==> config.mk <==
export PLATFORM = sky130hd
export DESIGN_NAME = romcode_check
export DESIGN_NICKNAME = d
export VERILOG_FILES = /design/src/rtl/romchk_pkg.sv /design/src/rtl/romchk_ctrl.sv /design/src/rtl/romchk_dp.sv /design/src/rtl/romcode_check.sv
export SDC_FILE = /design/constraint.sdc
export NUM_CORES = 1
export LEC_CHECK = 0
export BUFFER_PORTS_ARGS = -buffer_cell sky130_fd_sc_hd__buf_2
export CORE_MARGIN = 3
export CORE_UTILIZATION = 58
export DETAILED_ROUTE_END_ITERATION = 12
export MAX_ROUTING_LAYER = met4
export PLACE_DENSITY = 0.95
export SETUP_SLACK_MARGIN = 0.3
export SLEW_MARGIN = 20
export SYNTH_ARGS = -nofsm -noshare
export SYNTH_HDL_FRONTEND = slang
export SYNTH_HIERARCHICAL = 1
export SYNTH_SLANG_ARGS = --single-unit
==> constraint.sdc <==
create_clock -name clk -period 4.24 [get_ports clk]
set_clock_uncertainty 0.05 [all_clocks]
set_input_delay 0.848 -clock clk [delete_from_list [all_inputs] [get_ports clk]]
set_output_delay 0.848 -clock clk [all_outputs]
set_load 0.01 [all_outputs]
==> src/rtl/romchk_pkg.sv <==
package romchk_pkg;
  typedef enum logic [1:0] {
    FLD_FAM = 2'd0,
    FLD_SER = 2'd1,
    FLD_CHK = 2'd2
  } fieldSel_e;

  typedef struct packed {
    logic      clear;
    logic      shift;
    fieldSel_e field;
    logic      last;
  } ctlStrobe_t;
endpackage

==> src/rtl/romchk_ctrl.sv <==
module romchk_ctrl
  import romchk_pkg::*;
#(
  parameter int CODE_BITS = 64,
  parameter int FAM_BITS  = 8,
  parameter int SER_BITS  = 48
) (
  input  logic       clk,
  input  logic       rstN,
  input  logic       startPulse,
  input  logic       bitValid,
  output ctlStrobe_t ctl
);
  localparam int CNT_W = $clog2(CODE_BITS + 1);
  localparam logic [CNT_W-1:0] LAST_IDX = CNT_W'(CODE_BITS - 1);
  localparam logic [CNT_W-1:0] SER_START = CNT_W'(FAM_BITS);
  localparam logic [CNT_W-1:0] CHK_START = CNT_W'(FAM_BITS + SER_BITS);

  logic [CNT_W-1:0] bitCount;
  logic             armed;

  always_comb begin
    ctl.clear = startPulse;
    ctl.shift = armed && bitValid && !startPulse;
    if (bitCount < SER_START)      ctl.field = FLD_FAM;
    else if (bitCount < CHK_START) ctl.field = FLD_SER;
    else                           ctl.field = FLD_CHK;
    ctl.last = ctl.shift && (bitCount == LAST_IDX);
  end

  always_ff @(posedge clk or negedge rstN) begin
    if (!rstN) begin
      bitCount <= '0;
      armed    <= 1'b0;
    end else if (ctl.clear) begin
      bitCount <= '0;
      armed    <= 1'b1;
    end else if (ctl.shift) begin
      bitCount <= bitCount + 1'b1;
      if (ctl.last) armed <= 1'b0;
    end
  end

  // with the receiver disarmed, no strobe moves the counter
  a_r8_idle_stable: assert property (@(posedge clk) disable iff (!rstN)
    (!armed && !startPulse) |=> $stable(bitCount));

  // a start always restarts counting, whatever the strobe does
  a_r10_start_wins: assert property (@(posedge clk) disable iff (!rstN)
    startPulse |=> (bitCount == '0) && armed);

  // the counter never passes the code length
  a_r5_count_bound: assert property (@(posedge clk) disable iff (!rstN)
    bitCount <= CNT_W'(CODE_BITS));
endmodule

==> src/rtl/romchk_dp.sv <==
module romchk_dp
  import romchk_pkg::*;
#(
  parameter int         FAM_BITS   = 8,
  parameter int         SER_BITS   = 48,
  parameter int         CHK_BITS   = 8,
  parameter logic [7:0] POLY_REV   = 8'h8C,
  parameter logic [7:0] EXP_FAMILY = 8'h14
) (
  input  logic                clk,
  input  logic                rstN,
  input  ctlStrobe_t          ctl,
  input  logic                bitData,
  output logic [FAM_BITS-1:0] familyCode,
  output logic [SER_BITS-1:0] serialNum,
  output logic [CHK_BITS-1:0] crcByte,
  output logic                done,
  output logic                crcOk,
  output logic                familyMatch
);
  logic [CHK_BITS-1:0] crcState;
  logic [CHK_BITS-1:0] crcNext;
  logic                feedback;

  assign feedback = crcState[0] ^ bitData;

  genvar gi;
  generate
    for (gi = 0; gi < CHK_BITS; gi++) begin : g_crc
      if (gi == CHK_BITS - 1) begin : g_top
        assign crcNext[gi] = feedback & POLY_REV[gi];
      end else begin : g_mid
        assign crcNext[gi] = crcState[gi+1] ^ (feedback & POLY_REV[gi]);
      end
    end
  endgenerate

  always_ff @(posedge clk or negedge rstN) begin
    if (!rstN) begin
      familyCode  <= '0;
      serialNum   <= '0;
      crcByte     <= '0;
      crcState    <= '0;
      done        <= 1'b0;
      crcOk       <= 1'b0;
      familyMatch <= 1'b0;
    end else if (ctl.clear) begin
      familyCode  <= '0;
      serialNum   <= '0;
      crcByte     <= '0;
      crcState    <= '0;
      done        <= 1'b0;
      crcOk       <= 1'b0;
      familyMatch <= 1'b0;
    end else begin
      done <= ctl.last;
      if (ctl.shift) begin
        crcState <= crcNext;
        unique case (ctl.field)
          FLD_FAM: familyCode <= {bitData, familyCode[FAM_BITS-1:1]};
          FLD_SER: serialNum  <= {bitData, serialNum[SER_BITS-1:1]};
          default: crcByte    <= {bitData, crcByte[CHK_BITS-1:1]};
        endcase
      end
      if (ctl.last) begin
        crcOk       <= (crcNext == '0);
        familyMatch <= (familyCode == EXP_FAMILY);
      end
    end
  end

  // completion is a single-cycle pulse
  a_r5_done_single: assert property (@(posedge clk) disable iff (!rstN)
    done |=> !done);

  // verdicts move only on the last bit or on a start
  a_r6_flags_hold: assert property (@(posedge clk) disable iff (!rstN)
    (!ctl.last && !ctl.clear) |=> ($stable(crcOk) && $stable(familyMatch)));

  // a start leaves every field and verdict cleared
  a_r1_clear_zero: assert property (@(posedge clk) disable iff (!rstN)
    ctl.clear |=> (familyCode == '0 && serialNum == '0 && crcByte == '0
                   && !crcOk && !familyMatch && !done));

  // a matching verdict implies the held family equals the expected one
  a_r7_match_family: assert property (@(posedge clk) disable iff (!rstN)
    familyMatch |-> (familyCode == EXP_FAMILY));
endmodule

==> src/rtl/romcode_check.sv <==
module romcode_check
  import romchk_pkg::*;
#(
  parameter logic [7:0] EXP_FAMILY = 8'h14,
  parameter int         FAM_BITS   = 8,
  parameter int         SER_BITS   = 48,
  parameter int         CHK_BITS   = 8
) (
  input  logic                clk,
  input  logic                rstN,
  input  logic                startPulse,
  input  logic                bitValid,
  input  logic                bitData,
  output logic [FAM_BITS-1:0] familyCode,
  output logic [SER_BITS-1:0] serialNum,
  output logic [CHK_BITS-1:0] crcByte,
  output logic                done,
  output logic                crcOk,
  output logic                familyMatch
);
  localparam int CODE_BITS = FAM_BITS + SER_BITS + CHK_BITS;

  ctlStrobe_t ctl;

  romchk_ctrl #(
    .CODE_BITS(CODE_BITS),
    .FAM_BITS (FAM_BITS),
    .SER_BITS (SER_BITS)
  ) u_ctrl (
    .clk       (clk),
    .rstN      (rstN),
    .startPulse(startPulse),
    .bitValid  (bitValid),
    .ctl       (ctl)
  );

  romchk_dp #(
    .FAM_BITS  (FAM_BITS),
    .SER_BITS  (SER_BITS),
    .CHK_BITS  (CHK_BITS),
    .POLY_REV  (8'h8C),
    .EXP_FAMILY(EXP_FAMILY)
  ) u_dp (
    .clk        (clk),
    .rstN       (rstN),
    .ctl        (ctl),
    .bitData    (bitData),
    .familyCode (familyCode),
    .serialNum  (serialNum),
    .crcByte    (crcByte),
    .done       (done),
    .crcOk      (crcOk),
    .familyMatch(familyMatch)
  );
endmodule

==> impl_results.md, run 1 <==
* Layout area overhead at 17.1%
* Die Y at 83.1 um
* Hold slack at 0.461 ns
* Num CTS Buffers at 9
* Critical-path top delay cell: nor2_1
* CP Data Arrival Time at 2.62 ns
* Max cap viols at 0
* Nets at 429
* Vias per cell at 5.64
* Maximum root-to-sink buffer count at 2
* Mapped Area at 0.00345 sq mm
* GR Overflow Total at 0
* Max VDD drop at 0.223 mV
* Post_cts resized at 0
* DR vias at 2818
* Worst-path clk slew at 0.07 ns
* Fillers at 398
* Placed cell count at 484
* Largest net degree at the start of global routing at 89
* Max Freq at 0.399 GHz
* Finished Cell Area at 0.00404 sq mm
* FF+latch count, synth at 83
* PwrDens at 356 mW/mm^2
* Leakage power at 1.95 nW
* DRC Markers at 0
* TritonCTS clock tree: done
* First-pass GRT wire length at 12500 um
* Syn_nets at 366
* Slew at the pin closest to its max-slew limit at 0.834 ns
* Initial Utilization at 61.1%
* Worst Path Required at 4.36 ns
* Type of the worst setup path: in2reg
* Post-CTS Hold Fix Bufs at 0
* Vias in the first global route at 2690
* Yosys warns at 6
* Final Power at 1.44 mW
* H-tree Lvls at 3
* Most frequent cells in the layout: nand2_1 (107), dfrtp_1 (83), buf_2 (70)
* Dpl ws at 1.47 ns
* Outcome: complete, no violations
* Crit path capture type: flip-flop
* CP peak stage delay at 0.59 ns
* Tmin final at 2.50 ns
* Finished Layout Cells at 500
* Commonest non-fill, non-tap cell in the layout: nand2_1
* Slew headroom at 44.4%
* Worst-Skew Late Latency at 0.34 ns
* I/O Pins at 72
* Rows at 27
* PortBufs at 71
* Worst path cell trace: buf_2 > nand2_2 > nor2_1 > buf_4 > nand3b_1 > buf_4 > nand2_1 > a21oi_1
* Syn_area_per_cell at 9.58 sq um
* Clock sinks at 83
* Placer congestion estimate at 0.799
* Placement Cell Area at 0.00382 sq mm
* Final hold vios at 0
* Diode count at 0
* Hold Path Class: reg2reg
* Postcts setup bufs at 0
* Core ar. at 0.00564 sq mm
* Tcrit/Tclk final at 59.0%
* Final Setup Violations at 0
* Die area at 0.00691 sq mm
* Slew Limit Fails at 0
* Post-Syn Instances at 360
* Crit path max-delay family: simple AND/OR/NAND/NOR gates
* CP startpoint kind: input port
* Register area share after synthesis at 60.2%
* Post-layout util at 71.6%
* GRT Overall Usage at 22.9%
* Layout cell share with drive strength beyond 1 at 22.2%
* DRT Pass-1 Iters at 5
* CTS Root Cell: clkbuf_8
* Final WS setup at 1.74 ns
* Setup tns final at 0 ns
* FF+latch area at 0.00208 sq mm
* HPWL after detailed placement at 4730 um
* Buf+Inv Stages, Crit Path at 3
* Worst-path maximum fanout at 48
* Initial antenna violation count at 0
* Die W at 83.1 um
* Post-Route WL at 7410 um
* Netlist cell types at 35
* RSZ-0062 raised after global routing: false
* Drt wl/cell at 14.8 um
* Initial DRC Count at 336
* Crit path top cell by count: buf_4
* ANT nets after route at 0
* Area of the multi-input gates at 0.00124 sq mm
[where the power goes]
| part | switching, mW | internal, mW | leakage [nW] |
|---|---|---|---|
| Combinational | 0.0406 | 0.0133 | 0.691 |
| Sequential | 0.00484 | 0.796 | 1.15 |
| Clock | 0.263 | 0.318 | 0.108 |
| Total | 0.308 | 1.13 | 1.95 |
[Yosys cell counts, drive strengths merged]
| cell | instances | area, sq um |
|---|---|---|
| ha | 1 | 12.5 |
| or3 | 3 | 20.0 |
| a21oi | 62 | 310 |
| o21ai | 3 | 15.0 |
| nand4 | 2 | 12.5 |
| mux2i | 13 | 130 |
| nand4b | 2 | 17.5 |
| dfrtp | 83 | 2080 |
| nor2b | 1 | 6.26 |
| or4b | 2 | 20.0 |
| nor2 | 19 | 71.3 |
| xnor2 | 1 | 8.76 |
| nor4b | 2 | 17.5 |
| nor3b | 1 | 7.51 |
| nand3b | 1 | 7.51 |
| nand2b | 2 | 12.5 |
| buf | 12 | 67.6 |
| o31ai | 1 | 7.51 |
| and3b | 1 | 8.76 |
| o311ai | 2 | 17.5 |
| a32o | 1 | 10.0 |
| nand3 | 12 | 60.1 |
| a21o | 1 | 8.76 |
| or4 | 1 | 7.51 |
| inv | 4 | 15.0 |
| xor2 | 2 | 17.5 |
| clkbuf | 12 | 45.0 |
| nor3 | 3 | 15.0 |
| nand2 | 108 | 408 |
| nor4 | 1 | 6.26 |
| a211oi | 1 | 7.51 |
[worst reg2reg max path, stage by stage, from the launching register on]
cell,delay (ns)
dfrtp_1,0.43
nand2_2,0.13
nor2_1,0.59
buf_4,0.33
nand3b_1,0.10
buf_4,0.29
nand2_1,0.16
a21oi_1,0.09
[logic make-up (layout without fill, tap and decap cells)]
kind of cell / after synthesis / in the layout / share of synthesized area, %
AOI/OAI and AO/OA: 71 / 71 / 10.9
adders and majority gates: 1 / 1 / 0.363
DFF: 83 / 83 / 60.2
buffers and inverters: 28 / 96 / 3.70
muxes: 13 / 13 / 3.77
xor gates and xnor gates: 3 / 3 / 0.762
and+or+nand+nor: 161 / 161 / 20.2
[flip-flops by register name, summed over array words and instances, names as in the netlist]
register	count
u_dp/serialNum	48
u_dp/crcState	8
u_dp/crcOk	1
u_dp/crcByte	8
u_dp/done	1
u_dp/familyCode	8
u_dp/familyMatch	1
u_ctrl/armed	1
u_ctrl/bitCount	7
[metal layers]
layer  up-vias  track usage [%]  routed length [um]
li1       1329                -                   -
met1      1385             29.1                3120
met2        92             36.3                3780
met3        12             5.16                 373
met4         0             8.47                 138
met5         -                -                   0
[final cells by class]
cell class / count / share of cell area [%]
sequential: 83 / 51.4
tap: 72 / 2.23
clock buffer: 12 / 4.09
clock inverter: 4 / 1.18
timing repair buffer: 76 / 9.89
multi-input combinational: 249 / 30.8
inverter: 4 / 0.372
[path summary, 6_finish.rpt]
check | from | endpoint | slack, ns | depth (start not counted)
worst max-delay path | bitValid | u_dp/serialNum[22] | 1.74 | 8
worst min-delay path | u_dp/familyMatch | u_dp/familyMatch | 0.46 | 1
worst max register to register | u_ctrl/armed | u_dp/serialNum[22] | 1.91 | 7
worst min register to register | u_dp/familyMatch | u_dp/familyMatch | 0.46 | 1
max in group asynchronous | rstN | u_ctrl/bitCount[4] | 3.17 | 1
min in group asynchronous | rstN | u_dp/serialNum[13] | 0.48 | 1
Power figures use the tool's default switching activity.
==> inputs of run 2 (changes only) <==
--- a/config.mk
+++ b/config.mk
@@ -5,12 +5,13 @@
 export SDC_FILE = /design/constraint.sdc
 export NUM_CORES = 1
 export LEC_CHECK = 0
+export ABC_AREA = 1
 export BUFFER_PORTS_ARGS = -buffer_cell sky130_fd_sc_hd__buf_2
 export CORE_MARGIN = 3
-export CORE_UTILIZATION = 58
+export CORE_UTILIZATION = 55
 export DETAILED_ROUTE_END_ITERATION = 12
 export MAX_ROUTING_LAYER = met4
-export PLACE_DENSITY = 0.95
+export PLACE_DENSITY = 0.9
 export SETUP_SLACK_MARGIN = 0.3
 export SLEW_MARGIN = 20
 export SYNTH_ARGS = -nofsm -noshare
==> constraint.sdc (replaced) <==
create_clock -name clk -period 2.45 [get_ports clk]
set_clock_uncertainty 0.05 [all_clocks]
set_input_delay 0.49 -clock clk [delete_from_list [all_inputs] [get_ports clk]]
set_output_delay 0.49 -clock clk [all_outputs]
set_load 0.01 [all_outputs]
==> impl_results.md, run 2 <==
* Die W at 90.1 um (+8.4%)
* Post_cts resized at 0 (unchanged)
* RSZ-0062 raised after global routing: false
* Layout area overhead at 15.3%
* Main combinational cell family by area after synthesis: simple AND/OR/NAND/NOR gates
* Syn_area_per_cell at 9.42 sq um (-1.6%)
* Worst-path maximum fanout at 71 (+48%)
* Synth Area in Simple Gates at 23.9% (+3.7 points)
* Met1 Track Usage GR at 26.2% (-2.9 points)
* Vias per cell at 5.31 (-5.8%)
* Most frequent cells in the layout: nand2_1 (96), dfrtp_1 (83), buf_2 (70)
* Postcts setup bufs at 0 (unchanged)
* Worst-path clk slew at 0.08 ns (about the same)
* Crit path max-delay family: simple AND/OR/NAND/NOR gates
* Vias in the first global route at 2759 (+2.6%)
* Slew at the pin closest to its max-slew limit at 0.660 ns (-0.174 ns)
* CP startpoint kind: flip-flop
* Setup tns final at 0 ns (unchanged)
* Clock sinks at 83 (unchanged)
* Buf+Inv Stages, Crit Path at 1 (-2)
* Die Y at 90.1 um (+8.4%)
* Syn_nets at 419 (+14%)
* Placer congestion estimate at 0.872 (+9.1%)
* Netlist cell types at 27 (-23%)
* Gr busiest metal: met2
* Final hold vios at 0 (unchanged)
* Tmin final at 2.02 ns
* Initial DRC Count at 215 (-36%)
* Core ar. at 0.00683 sq mm (+21%)
* Drt wl/cell at 13.5 um (-9.2%)
* DRT Pass-1 Iters at 5 (unchanged)
* Post-synthesis mux area share at 0% (-3.8 points)
* Largest net degree at the start of global routing at 72 (-19%)
* Crit path capture type: flip-flop
* Initial Utilization at 57.0% (-4.2 points)
* Crit path depth at 6 (-2)
* Worst path cell trace: a31o_2 > nor2_1 > nand2_4 > buf_12 > nand3_1 > o21ai_2
* Post-Route WL at 7750 um (+4.6%)
* HPWL after detailed placement at 5300 um (+12%)
* Yosys top cell by area: dfrtp_1
* Compound-Gate Fraction of Synth Area at 14.5% (+3.6 points)
* Max reg flops at 48 (unchanged)
* Post-synth EDFFs at 0 (unchanged)
* Area share of the largest cell type after synthesis at 53.4% (-6.9 points)
* Met3 GRT Util at 4.85% (-0.31 points)
* Leakage power at 2.17 nW (+11%)
* Nets at 481 (+12%)
* Max cap viols at 0 (unchanged)
* DRC Markers at 0 (unchanged)
* Layout cell share with drive strength beyond 1 at 31.9% (+9.7 points)
* Synth top area cells: dfrtp_1 (53%), o21ai_2 (10%), nand2_1 (9.3%), nand3_1 (8.2%), buf_6 (3.2%)
* FF+latch count, synth at 83 (unchanged)
* Type of the worst setup path: reg2reg
* Num CTS Buffers at 9 (unchanged)
* Register area share after synthesis at 53.4% (-6.9 points)
* Diode count at 0 (unchanged)
* ANT nets after route at 0 (unchanged)
* Slew Limit Fails at 0 (unchanged)
* TritonCTS clock tree: done
* CP peak stage delay at 0.46 ns (-0.13 ns)
* Hold Path Class: in2async
* Placement Cell Area at 0.00425 sq mm (+11%)
* DR vias at 3059 (+8.6%)
* Post-Synth Adder-Cell Area at 0.322% (-0.041 points)
* Count leader, synth: nand2_1
* Maximum root-to-sink buffer count at 2 (unchanged)
* Tcrit/Tclk final at 82.6%
* Die area at 0.00812 sq mm (+18%)
* Mapped Area at 0.00389 sq mm (+13%)
* Max Freq at 0.494 GHz
* GRT Overall Usage at 19.8% (-3.1 points)
* Worst Path Required at 2.63 ns (-1.73 ns)
* PwrDens at 595 mW/mm^2 (+67%)
* XOR/XNOR Fraction of Synth Area at 0% (-0.76 points)
* Finished Cell Area at 0.00449 sq mm (+11%)
* Post-CTS Hold Fix Bufs at 0 (unchanged)
* Critical-path top delay cell: dfrtp_1
* First-pass GRT wire length at 12900 um (+2.9%)
* Post-Syn Instances at 413 (+15%)
* Slew headroom at 56.0% (+12 points)
* Met2 Use GR at 31.1% (-5.2 points)
* Worst-Skew Late Latency at 0.34 ns (about the same)
* Max VDD drop at 0.344 mV (+54%)
* Final Power at 2.67 mW (+86%)
* Outcome: complete, no violations
* H-tree Lvls at 3 (unchanged)
* Biggest register: u_dp/serialNum
* Commonest non-fill, non-tap cell in the layout: nand2_1
* GR Overflow Total at 0 (unchanged)
* Main synth FF type: dfrtp_1
* Top cells by instance count after synthesis: nand2_1 (96), dfrtp_1 (83), nand3_1 (64)
* Final Setup Violations at 0 (unchanged)
* Rows at 30 (+11%)
* PortBufs at 71 (unchanged)
* Synth async-reset ratio at 100% (unchanged)
* Worst reg-to-reg path cell count at 6 (-1)
* Yosys warns at 6 (unchanged)
* CP Data Arrival Time at 2.20 ns (-0.42 ns)
* Initial antenna violation count at 0 (unchanged)
* I/O Pins at 72 (unchanged)
* CTS Root Cell: clkbuf_8
run 2: cells by family after synthesis:
kind of cell | Yosys count
AO/OA/AOI/OAI | 76
flip-flops | 83
AND/OR/NAND/NOR | 201
buffers and inverters | 52
adder cells (fa/ha/maj) | 1
run 2: stage by stage:
| stage | hold WS [ns] | util, % | setup WS (ns) | instances |
|---|---|---|---|---|
| after detailed placement | 0.429 | 62.1 | 0.432 | 560 |
| after floorplan | 0.144 | - | 0.876 | 413 |
| after global placement | 0.416 | 62.1 | 0.482 | 560 |
| after CTS | 0.140 | 65.7 | 0.464 | 576 |
| after global routing | 0.162 | 65.7 | 0.309 | 576 |
| final | 0.132 | 65.7 | 0.426 | 576 |
run 2: layout make-up:
cell class,count,area (sq um)
Inverter,27,106
Fill cell,556,2340
Clock inverter,6,114
Multi-Input combinational cell,278,1510
Clock buffer,10,128
Tap cell,96,120
Sequential cell,83,2080
Timing Repair Buffer,76,433
run 2: metal layers:
| layer | wire (um) | vias up |
|---|---|---|
| li1 | - | 1494 |
| met1 | 3490 | 1457 |
| met2 | 3700 | 93 |
| met3 | 443 | 15 |
| met4 | 110 | 0 |
| met5 | 0 | - |
run 2: final timing paths:
| path | start | slack, ns | to |
|---|---|---|---|
| max in group asynchronous | rstN | 1.61 | u_dp/crcOk |
| hold reg to reg | u_dp/crcOk | 0.46 | u_dp/crcOk |
| setup / recovery | u_ctrl/bitCount[3] | 0.43 | u_dp/serialNum[40] |
| min in group clk | startPulse | 0.41 | u_ctrl/bitCount[1] |
| setup reg to reg | u_ctrl/bitCount[3] | 0.43 | u_dp/serialNum[40] |
| hold / removal | rstN | 0.13 | u_dp/serialNum[15] |
run 2: where the power goes:
part           total (mW)  internal [mW]  switching (mW)
logic               0.121         0.0285          0.0928
registers            1.39           1.38         0.00917
clock network        1.16          0.679           0.483
total                2.67           2.08           0.585
==> inputs of run 3 (changes only) <==
==> constraint.sdc (replaced) <==
create_clock -name clk -period 2.1 [get_ports clk]
set_clock_uncertainty 0.05 [all_clocks]
set_input_delay 0.42 -clock clk [delete_from_list [all_inputs] [get_ports clk]]
set_output_delay 0.42 -clock clk [all_outputs]
set_load 0.01 [all_outputs]
==> impl_results.md, run 3 (synthesized netlist as in run 2, its figures left out) <==
* Met2 Use GR at 33.3% (+2.2 points)
* Rows at 30 (unchanged)
* Leakage power at 2.18 nW (+0.64%)
* Drt wl/cell at 13.7 um (+1.8%)
* Vias per cell at 5.29 (-0.35%)
* Initial antenna violation count at 0 (unchanged)
* ANT nets after route at 0 (unchanged)
* Worst Path Required at 2.29 ns (-0.34 ns)
* GRT Overall Usage at 20.7% (+0.96 points)
* Final Power at 3.03 mW (+14%)
* Worst-path clk slew at 0.08 ns (about the same)
* Die area at 0.00812 sq mm (unchanged)
* Met3 GRT Util at 3.18% (-1.7 points)
* Placed cell count at 561 (+0.18%)
* First-pass GRT wire length at 13300 um (+3.7%)
* Final hold vios at 0 (unchanged)
* Layout area overhead at 16.2%
* TritonCTS clock tree: done
* CP peak stage delay at 0.39 ns (-0.07 ns)
* Worst-path maximum fanout at 18 (-75%)
* Vias in the first global route at 2871 (+4.1%)
* Hold Path Class: in2reg
* Slew headroom at 70.8% (+15 points)
* Post-layout util at 66.2% (+0.51 points)
* PortBufs at 71 (unchanged)
* Max cap viols at 0 (unchanged)
* Nets at 483 (+0.42%)
* DRT Pass-1 Iters at 4 (-1)
* Slew at the pin closest to its max-slew limit at 0.439 ns (-0.222 ns)
* Maximum root-to-sink buffer count at 2 (unchanged)
* Crit path top cell by count: nand2_4
* Tmin final at 1.66 ns (-0.363 ns)
* Biggest register: u_dp/serialNum
* Largest net degree at the start of global routing at 53 (-26%)
* Gr busiest metal: met2
* Worst-Skew Late Latency at 0.35 ns (about the same)
* Setup tns final at 0 ns (unchanged)
* CTS Root Cell: clkbuf_8
* Max reg flops at 48 (unchanged)
* Hold slack at 0.369 ns (+0.236 ns)
* HPWL after detailed placement at 5600 um (+5.8%)
* Crit path capture type: flip-flop
* Critical-path top delay cell: dfrtp_1
* Diode count at 0 (unchanged)
* Placer congestion estimate at 0.833 (-4.5%)
* Worst path cell trace: nand2_4 > nor2_2 > inv_2 > nor2_4 > nand2_4 > buf_4 > nand3_1 > o21ai_2
* I/O Pins at 72 (unchanged)
* PwrDens at 670 mW/mm^2 (+13%)
* Die W at 90.1 um (unchanged)
* CP startpoint kind: flip-flop
* Slew Limit Fails at 0 (unchanged)
* Core ar. at 0.00683 sq mm (unchanged)
* CP Data Arrival Time at 1.85 ns (-0.35 ns)
* RSZ-0062 raised after global routing: false
* Post-Route WL at 7920 um (+2.2%)
* Layout cell share with drive strength beyond 1 at 32.6% (+0.70 points)
* Type of the worst setup path: reg2reg
* Commonest non-fill, non-tap cell in the layout: nand2_1
* Tcrit/Tclk final at 79.1% (-3.5 points)
* Most frequent cells in the layout: nand2_1 (95), dfrtp_1 (83), buf_2 (70)
* Max Freq at 0.602 GHz (+22%)
* Clock sinks at 83 (unchanged)
* Outcome: complete, no violations
* GR Overflow Total at 0 (unchanged)
* DR vias at 3059 (unchanged)
* Num CTS Buffers at 9 (unchanged)
* Max VDD drop at 0.445 mV (+30%)
* Finished Layout Cells at 578 (+0.35%)
* Met1 Track Usage GR at 26.5% (+0.29 points)
* Initial DRC Count at 212 (-1.4%)
* DRC Markers at 0 (unchanged)
* Die Y at 90.1 um (unchanged)
* Final Setup Violations at 0 (unchanged)
* Initial Utilization at 57.0% (unchanged)
* H-tree Lvls at 3 (unchanged)
[run 3: changes by cell type in the layout (fill, tap and decap cells not counted), sizes merged]
cell and change:
dlygate4sd3 +1, inv +2, bufinv -1, clkbuf -1
buf +1
[run 3: path summary, 6_finish.rpt]
kind | end | startpoint | slack (ns) | depth (start not counted)
max | u_dp/serialNum[29] | u_ctrl/armed | 0.44 | 8
min | u_ctrl/bitCount[0] | bitValid | 0.37 | 4
max reg2reg | u_dp/serialNum[29] | u_ctrl/armed | 0.44 | 8
min reg2reg | u_dp/crcOk | u_dp/crcOk | 0.43 | 2
max in group asynchronous | u_dp/familyCode[2] | rstN | 0.89 | 3
min in group asynchronous | u_dp/serialNum[17] | rstN | 0.50 | 2
[run 3: critical path: cells and delay by family (launching register included)]
kind | cells | cell delay, ns
flip-flops | 1 | 0.39
AO/OA/AOI/OAI | 1 | 0.07
AND/OR/NAND/NOR | 5 | 0.73
buffers and inverters | 2 | 0.31
[run 3: what timing repair did]
action,in CTS,in global routing
endpoints found under the hold margin,32,0
setup buffers,0,0
hold buffers,1,0
gates resized for setup,1,2
endpoints found under the setup margin,7,4
[run 3: area by class of cell]
class / instances / area, sq um
well taps: 96 / 120
flip-flops and latches: 83 / 2080
clock inverters: 7 / 100
repair buffers: 78 / 475
clock buffers: 9 / 124
fillers: 536 / 2310
multi-input cells: 278 / 1520
inverters: 27 / 106
[run 3: power breakdown]
group	leakage (nW)	internal, mW	switching [mW]
sequential	1.15	1.61	0.0102
combinational	0.922	0.0358	0.109
clock	0.108	0.679	0.590
[run 3: per-stage QoR]
| stage | setup WS, ns | instance area, sq um |
|---|---|---|
| after floorplan | 0.526 | 3890 |
| after global placement | 0.328 | 4280 |
| after detailed placement | 0.165 | 4280 |
| after CTS | 0.307 | 4510 |
| after global routing | 0.304 | 4520 |
| final | 0.439 | 4520 |
[run 3: per-layer routing]
layer	part of all wire (%)	up-vias
met1	44	1468
met5	0	-
met4	1.9	0
li1	-	1497
met3	4.3	10
met2	49	84
